--- src/rtl/crc_tbl_pkg.sv ---
package crc_tbl_pkg;

  // Sweep controller states
  typedef enum logic [1:0] {
    SW_IDLE = 2'd0,
    SW_RUN  = 2'd1,
    SW_FIN  = 2'd2
  } sweep_state_e;

endpackage

--- src/rtl/crc_tbl_rst_sync.sv ---
module crc_tbl_rst_sync (
  input  logic clk,
  input  logic rst_n,
  output logic rst_sync_n
);

  logic [1:0] sync_q;

  always_ff @(posedge clk or negedge rst_n) begin
    if (!rst_n) begin
      sync_q <= 2'b00;
    end else begin
      sync_q <= {sync_q[0], 1'b1};
    end
  end

  assign rst_sync_n = sync_q[1];

endmodule

--- src/rtl/crc_tbl_step.sv ---
// One multiply-by-x step modulo the generator, purely combinational.
module crc_tbl_step #(
  parameter int              GEN_DEG  = 32,
  parameter logic [GEN_DEG-1:0] GEN_TAPS = 32'h04C11DB7
) (
  input  logic [GEN_DEG-1:0] cur_rem,
  output logic [GEN_DEG-1:0] nxt_rem
);

  logic fold;
  assign fold = cur_rem[GEN_DEG-1];

  for (genvar i = 0; i < GEN_DEG; i++) begin : g_bit
    if (i == 0) begin : g_lsb
      assign nxt_rem[i] = fold & GEN_TAPS[i];
    end else begin : g_upper
      assign nxt_rem[i] = cur_rem[i-1] ^ (fold & GEN_TAPS[i]);
    end
  end

endmodule

--- src/rtl/crc_tbl_rem_reg.sv ---
// Holds the running remainder; seeded with x^0 on a new sweep.
module crc_tbl_rem_reg #(
  parameter int GEN_DEG = 32
) (
  input  logic               clk,
  input  logic               rst_n,
  input  logic               seed_en,
  input  logic               adv_en,
  input  logic [GEN_DEG-1:0] nxt_rem,
  output logic [GEN_DEG-1:0] cur_rem
);

  localparam logic [GEN_DEG-1:0] UNIT = GEN_DEG'(1);

  logic [GEN_DEG-1:0] rem_d;
  logic               rem_ce;

  always_comb begin
    rem_ce = seed_en | adv_en;
    rem_d  = cur_rem;
    if (seed_en) begin
      rem_d = UNIT;
    end else if (adv_en) begin
      rem_d = nxt_rem;
    end
  end

  always_ff @(posedge clk or negedge rst_n) begin
    if (!rst_n) begin
      cur_rem <= '0;
    end else if (rem_ce) begin
      cur_rem <= rem_d;
    end
  end

endmodule

--- src/rtl/crc_tbl_ctrl.sv ---
module crc_tbl_ctrl
  import crc_tbl_pkg::*;
#(
  parameter int TBL_W  = 64,
  parameter int ADDR_W = (TBL_W > 1) ? $clog2(TBL_W) : 1
) (
  input  logic              clk,
  input  logic              rst_n,
  input  logic              start,
  output logic              seed_en,
  output logic              adv_en,
  output logic              busy,
  output logic              done,
  output logic [ADDR_W-1:0] idx
);

  localparam logic [ADDR_W-1:0] LAST_IDX = ADDR_W'(TBL_W - 1);

  sweep_state_e      st_q, st_d;
  logic [ADDR_W-1:0] idx_d;
  logic              idx_ce;
  logic              at_last;

  assign at_last = (idx == LAST_IDX);

  always_comb begin
    st_d    = st_q;
    idx_d   = idx;
    idx_ce  = 1'b0;
    seed_en = 1'b0;
    adv_en  = 1'b0;
    unique case (st_q)
      SW_IDLE, SW_FIN: begin
        st_d = SW_IDLE;
        if (start) begin
          st_d    = SW_RUN;
          seed_en = 1'b1;
          idx_d   = '0;
          idx_ce  = 1'b1;
        end
      end
      SW_RUN: begin
        adv_en = 1'b1;
        if (at_last) begin
          st_d = SW_FIN;
        end else begin
          idx_d  = idx + ADDR_W'(1);
          idx_ce = 1'b1;
        end
      end
      default: st_d = SW_IDLE;
    endcase
  end

  always_ff @(posedge clk or negedge rst_n) begin
    if (!rst_n) begin
      st_q <= SW_IDLE;
    end else begin
      st_q <= st_d;
    end
  end

  always_ff @(posedge clk or negedge rst_n) begin
    if (!rst_n) begin
      idx <= '0;
    end else if (idx_ce) begin
      idx <= idx_d;
    end
  end

  assign busy = (st_q == SW_RUN);
  assign done = (st_q == SW_FIN);


  addr_ascend_chk: assert property (@(posedge clk) disable iff (!rst_n)
    (busy && !at_last) |=> (busy && idx == $past(idx) + ADDR_W'(1)));


  done_after_last_chk: assert property (@(posedge clk) disable iff (!rst_n)
    (busy && at_last) |=> (done && !busy));


  done_pulse_chk: assert property (@(posedge clk) disable iff (!rst_n)
    done |=> !done);


  start_busy_ignored_chk: assert property (@(posedge clk) disable iff (!rst_n)
    (busy && start && !at_last) |=> (busy && idx != '0));


  start_launch_chk: assert property (@(posedge clk) disable iff (!rst_n)
    (!busy && start) |=> (busy && idx == '0));

endmodule

--- src/rtl/crc_tbl_gen.sv ---
module crc_tbl_gen #(
  parameter int                 GEN_DEG  = 32,
  parameter logic [GEN_DEG-1:0] GEN_TAPS = 32'h04C11DB7,
  parameter int                 TBL_W    = 64,
  parameter int                 ADDR_W   = (TBL_W > 1) ? $clog2(TBL_W) : 1
) (
  input  logic               clk,
  input  logic               rst_n,
  input  logic               start,
  output logic               busy,
  output logic               done,
  output logic               tbl_we,
  output logic [ADDR_W-1:0]  tbl_addr,
  output logic [GEN_DEG-1:0] tbl_data
);

  logic               rst_sync_n;
  logic               seed_en;
  logic               adv_en;
  logic [GEN_DEG-1:0] cur_rem;
  logic [GEN_DEG-1:0] nxt_rem;

  crc_tbl_rst_sync u_rst (
    .clk        (clk),
    .rst_n      (rst_n),
    .rst_sync_n (rst_sync_n)
  );

  crc_tbl_ctrl #(
    .TBL_W  (TBL_W),
    .ADDR_W (ADDR_W)
  ) u_ctrl (
    .clk     (clk),
    .rst_n   (rst_sync_n),
    .start   (start),
    .seed_en (seed_en),
    .adv_en  (adv_en),
    .busy    (busy),
    .done    (done),
    .idx     (tbl_addr)
  );

  crc_tbl_rem_reg #(
    .GEN_DEG (GEN_DEG)
  ) u_rem (
    .clk     (clk),
    .rst_n   (rst_sync_n),
    .seed_en (seed_en),
    .adv_en  (adv_en),
    .nxt_rem (nxt_rem),
    .cur_rem (cur_rem)
  );

  crc_tbl_step #(
    .GEN_DEG  (GEN_DEG),
    .GEN_TAPS (GEN_TAPS)
  ) u_step (
    .cur_rem (cur_rem),
    .nxt_rem (nxt_rem)
  );

  assign tbl_we   = busy;
  assign tbl_data = cur_rem;


  first_entry_unit_chk: assert property (@(posedge clk) disable iff (!rst_sync_n)
    (tbl_we && tbl_addr == '0) |-> (tbl_data == GEN_DEG'(1)));


  idle_no_write_chk: assert property (@(posedge clk) disable iff (!rst_sync_n)
    !busy |-> !tbl_we);


  done_not_busy_chk: assert property (@(posedge clk) disable iff (!rst_sync_n)
    done |-> (!busy && !tbl_we));

endmodule

--- config.mk ---
export PLATFORM = sky130hd
export DESIGN_NAME = crc_tbl_gen
export DESIGN_NICKNAME = d
export VERILOG_FILES = /design/src/rtl/crc_tbl_pkg.sv /design/src/rtl/crc_tbl_rst_sync.sv /design/src/rtl/crc_tbl_step.sv /design/src/rtl/crc_tbl_rem_reg.sv /design/src/rtl/crc_tbl_ctrl.sv /design/src/rtl/crc_tbl_gen.sv
export SDC_FILE = /design/constraint.sdc
export NUM_CORES = 1
export LEC_CHECK = 0
export BUFFER_PORTS_ARGS = -buffer_cell sky130_fd_sc_hd__buf_2
export CAP_MARGIN = 20
export CORE_MARGIN = 8
export CORE_UTILIZATION = 50
export CTS_CLUSTER_DIAMETER = 150
export DETAILED_ROUTE_END_ITERATION = 7
export HOLD_SLACK_MARGIN = 0.08
export PLACE_DENSITY_LB_ADDON = 0.05
export SYNTH_ARGS = -nofsm -noshare
export SYNTH_HDL_FRONTEND = slang
export SYNTH_SLANG_ARGS = --single-unit
--- constraint.sdc ---
create_clock -name clk -period 1.7 [get_ports clk]
set_clock_uncertainty 0.2 [all_clocks]
set_input_delay 0.34 -clock clk [delete_from_list [all_inputs] [get_ports clk]]
set_output_delay 0.34 -clock clk [all_outputs]
set_load 0.01 [all_outputs]
==> summary.md <==
| Metric | Value |
|---|---|
| Outcome | complete, but fails checks |
| Failing checks | setup timing |
| Clock latency on the worst-skew pair | 350 ps |
| 1st-pass router iterations | 4 |
| Vias in the first global route | about 1300 |
| CTS max path bufs | 2 |
| Post-DRT Antenna Nets | 0 |
| Gpl congestion | 0.8447 |
| CTS Buf Count | 5 |
| Crit-path max cell delay | roughly 390 ps |
| CP delay by family, top | flip-flops |
| Critical Path AT | roughly 1200 ps |
| Final net count | roughly 200 |
| Critical path class | flop to primary output |
| Setup Viol. Count Final | 2 |
| Antenna Cells | 0 |
| Vias | approximately 1300 |
| Slowest-stage cell, CP | dfrtp_1 |
| DR DRC count | 0 |
| Starting Density | ~52% |
| Final hold viol count | 0 |
| Clock slew at reported path FFs | 110 ps |
| DR iter-0 viols | 57 |
| CTS Root Cell | clkbuf_4 |
| Clock Sinks | 42 |
| Hold Path Class | flop to async pin |
| Critical Path End Type | primary output |
| F_max | 574.6 MHz |
| Core Box Area | ~0.0034 mm2 |
| Final Max Slew Viols | 0 |
| WHS | ~110 ps |
| Fin area | approximately 0.0022 mm2 |
| Max Cap Viol | 0 |
| RSZ-0062 raised after global routing | yes |
| Die Height | 75.28 um |
| Worst VDD drop | 877.7 uV |
| Minimum clock period | between 1500 and 2000 ps |
| Core Rows | 21 |
| PortBufs | 43 |
| Chip width | ~75 um |
| Placement Cell Area | 0.002007 mm2 |
| Pwr Density | ~2100 mW/mm2 |
| TritonCTS clock tree | done |
| Power, Total | approximately 4.8 mW |
| Seq cells post-synth | 42 |
| Cells after synthesis | about 140 |
| DP HPWL | 2447 um |
| WL final | a little under 4000 um |
| GRT Overall Usage | 14.85% |
| Ports | 44 |
| Critical-path cell list | and2b_2, buf_12, buf_6 |
| Average size of a mapped cell | about 13 um2 |
| Final worst slack | -40.32 ps |
| Static Leakage | about 1.2 nW |
| Sequential share of the synthesized area | 59.83% |
| Initial antenna violation count | 0 |
| Area Overhead vs Synth | 26.50% |
| Via density | 5.429 |
| H-tree Lvls | 2 |
| First-pass GRT wire length | ~6300 um |
| Ys Warns | 0 |
| Layout cells sized above 1 | between 30% and 40% |
| Filler cell count | a little under 300 |
| Syn nets | between 100 and 150 |
| CP startpoint kind | flop |
| Post-Syn Area | 0.001757 mm2 |
| Total gr overflow | 0 |
| Die area | between 0.005 and 0.006 mm2 |
| Critical Path Fanout Max | 4 |
| Buffers plus inverters on the worst setup path | 2 |
| Yosys cell types | 29 |
| Fin crit share | 102.4% |
| Routed WL per cell | around 16 um |
| Largest net degree at the start of global routing | between 40 and 50 |
| Critical Path RT | roughly 1200 ps |
-- routing by layer --
layer	vias to the layer above	GRT usage, %	part of all wire [%]
li1	602	-	-
met1	654	18.79	44
met2	29	23.51	49
met3	7	3.063	5.1
met4	0	7.249	1.8
met5	-	0	0
-- synthesized netlist by cell type --
cell type	instances	area [um2]
a31oi_1	1	6.260
and4_1	2	17.52
and4b_1	1	10.01
conb_1	1	3.750
nor3_1	1	5.000
and3_1	2	12.51
nor2_1	2	7.510
a21o_1	1	7.510
o21ai_0	2	10.01
o22ai_1	1	6.260
a22o_1	31	271.5
buf_4	2	15.01
nand2b_1	1	6.260
buf_6	3	33.78
a41oi_1	1	8.760
dfrtp_1	42	1051
nand2_1	6	22.52
and2b_1	1	7.510
inv_1	3	11.26
nand3_1	2	10.01
buf_2	5	25.02
nor2b_1	4	25.02
a311oi_1	1	8.760
ha_1	1	12.51
nand4_1	1	6.260
a21oi_1	2	10.01
nor2_4	1	11.26
mux2i_1	2	20.02
xor2_1	13	113.9
-- cell families after synthesis --
logic type / Yosys count / share of synthesized area (%)
XOR/XNOR: 13 / 6.482
AO/OA/AOI/OAI: 40 / 18.73
other: 1 / 0.2135
adder cells (fa/ha/maj): 1 / 0.7121
multiplexers: 2 / 1.140
AND/OR/NAND/NOR: 24 / 8.049
flip-flops: 42 / 59.83
buffers and inverters: 13 / 4.843
-- power breakdown --
| part | internal [mW] | leakage, nW | switching, mW | total (mW) |
|---|---|---|---|---|
| registers | 1.46 | 0.517 | 0.423 | 1.89 |
| clock network | 0.312 | 0.0395 | 0.308 | 0.620 |
| logic | 1.18 | 0.600 | 1.07 | 2.25 |
| total | 2.95 | 1.16 | 1.80 | 4.75 |
-- metrics by stage --
step                utilization [%]  cells  setup TNS (ps)  worst slack, ps
global route                  66.07    238          -330.2           -97.24
global placement              59.67    220               0            53.37
floorplan                         -    136               0            115.1
finish                        66.07    238          -80.34           -40.32
detailed placement            59.67    220               0            12.45
CTS                           64.81    235          -251.8           -78.04
-- state kept, by name (all words and copies together) (netlist names) --
signal,flops
u_rem.cur_rem,32
u_rst.sync_q,2
u_ctrl.st_q,2
u_ctrl.idx,6
-- final timing paths --
| kind | start | endpoint | cells after the start | slack (ps) |
|---|---|---|---|---|
| max in group asynchronous | rst_n | u_rst.sync_q[1] | 3 | 550 |
| setup / recovery | u_ctrl.st_q[0] | busy | 3 | -40 |
| hold / removal | u_rst.sync_q[1] | u_rem.cur_rem[15] | 1 | 110 |
| min in group clk | start | u_ctrl.st_q[0] | 3 | 140 |
| hold reg to reg | u_rst.sync_q[1] | u_rem.cur_rem[15] | 1 | 110 |
| setup reg to reg | u_ctrl.st_q[1] | u_ctrl.idx[0] | 6 | 60 |
-- final cells by class --
class	instances	area (um2)	area share [%]
multi-input combinational	82	640.6	28.83
tap	46	57.56	2.590
inverter	3	11.26	0.5068
timing repair buffer	57	381.6	17.17
clock inverter	1	30.03	1.351
sequential	42	1056	47.52
clock buffer	7	45.04	2.027
-- repair_timing --
| action | in CTS | in global routing |
|---|---|---|
| setup endpoints to repair | 13 | 25 |
| gates resized for setup | 5 | 5 |
| cloned | 2 | 0 |
| endpoints found under the hold margin | 2 | 0 |
| hold buffers | 2 | 0 |
| setup buffers | 3 | 3 |
| pin swaps | 1 | 0 |
-- cell usage in the layout, fill, tap and decap left out, drive strengths merged, types with 2 or more instances in the layout --
| cell | netlist | final |
|---|---|---|
| nor2 | 3 | 4 |
| and4 | 2 | 2 |
| mux2i | 2 | 2 |
| dlygate4sd3 | 0 | 2 |
| dfrtp | 42 | 42 |
| a22o | 31 | 31 |
| nand3 | 2 | 2 |
| xor2 | 13 | 13 |
| nor2b | 4 | 4 |
| clkbuf | 0 | 7 |
| a21oi | 2 | 2 |
| nand2 | 6 | 6 |
| buf | 10 | 54 |
| and3 | 2 | 2 |
| inv | 3 | 3 |
| o21ai | 2 | 2 |
-- worst reg2reg max path: stages (launching register included) --
cell	delay, ps
dfrtp_1	390
and2b_2	250
buf_12	110
buf_4	210
o21ai_0	120
buf_4	160
mux2i_1	110
No activity file was read; power rests on OpenSTA's default activity.
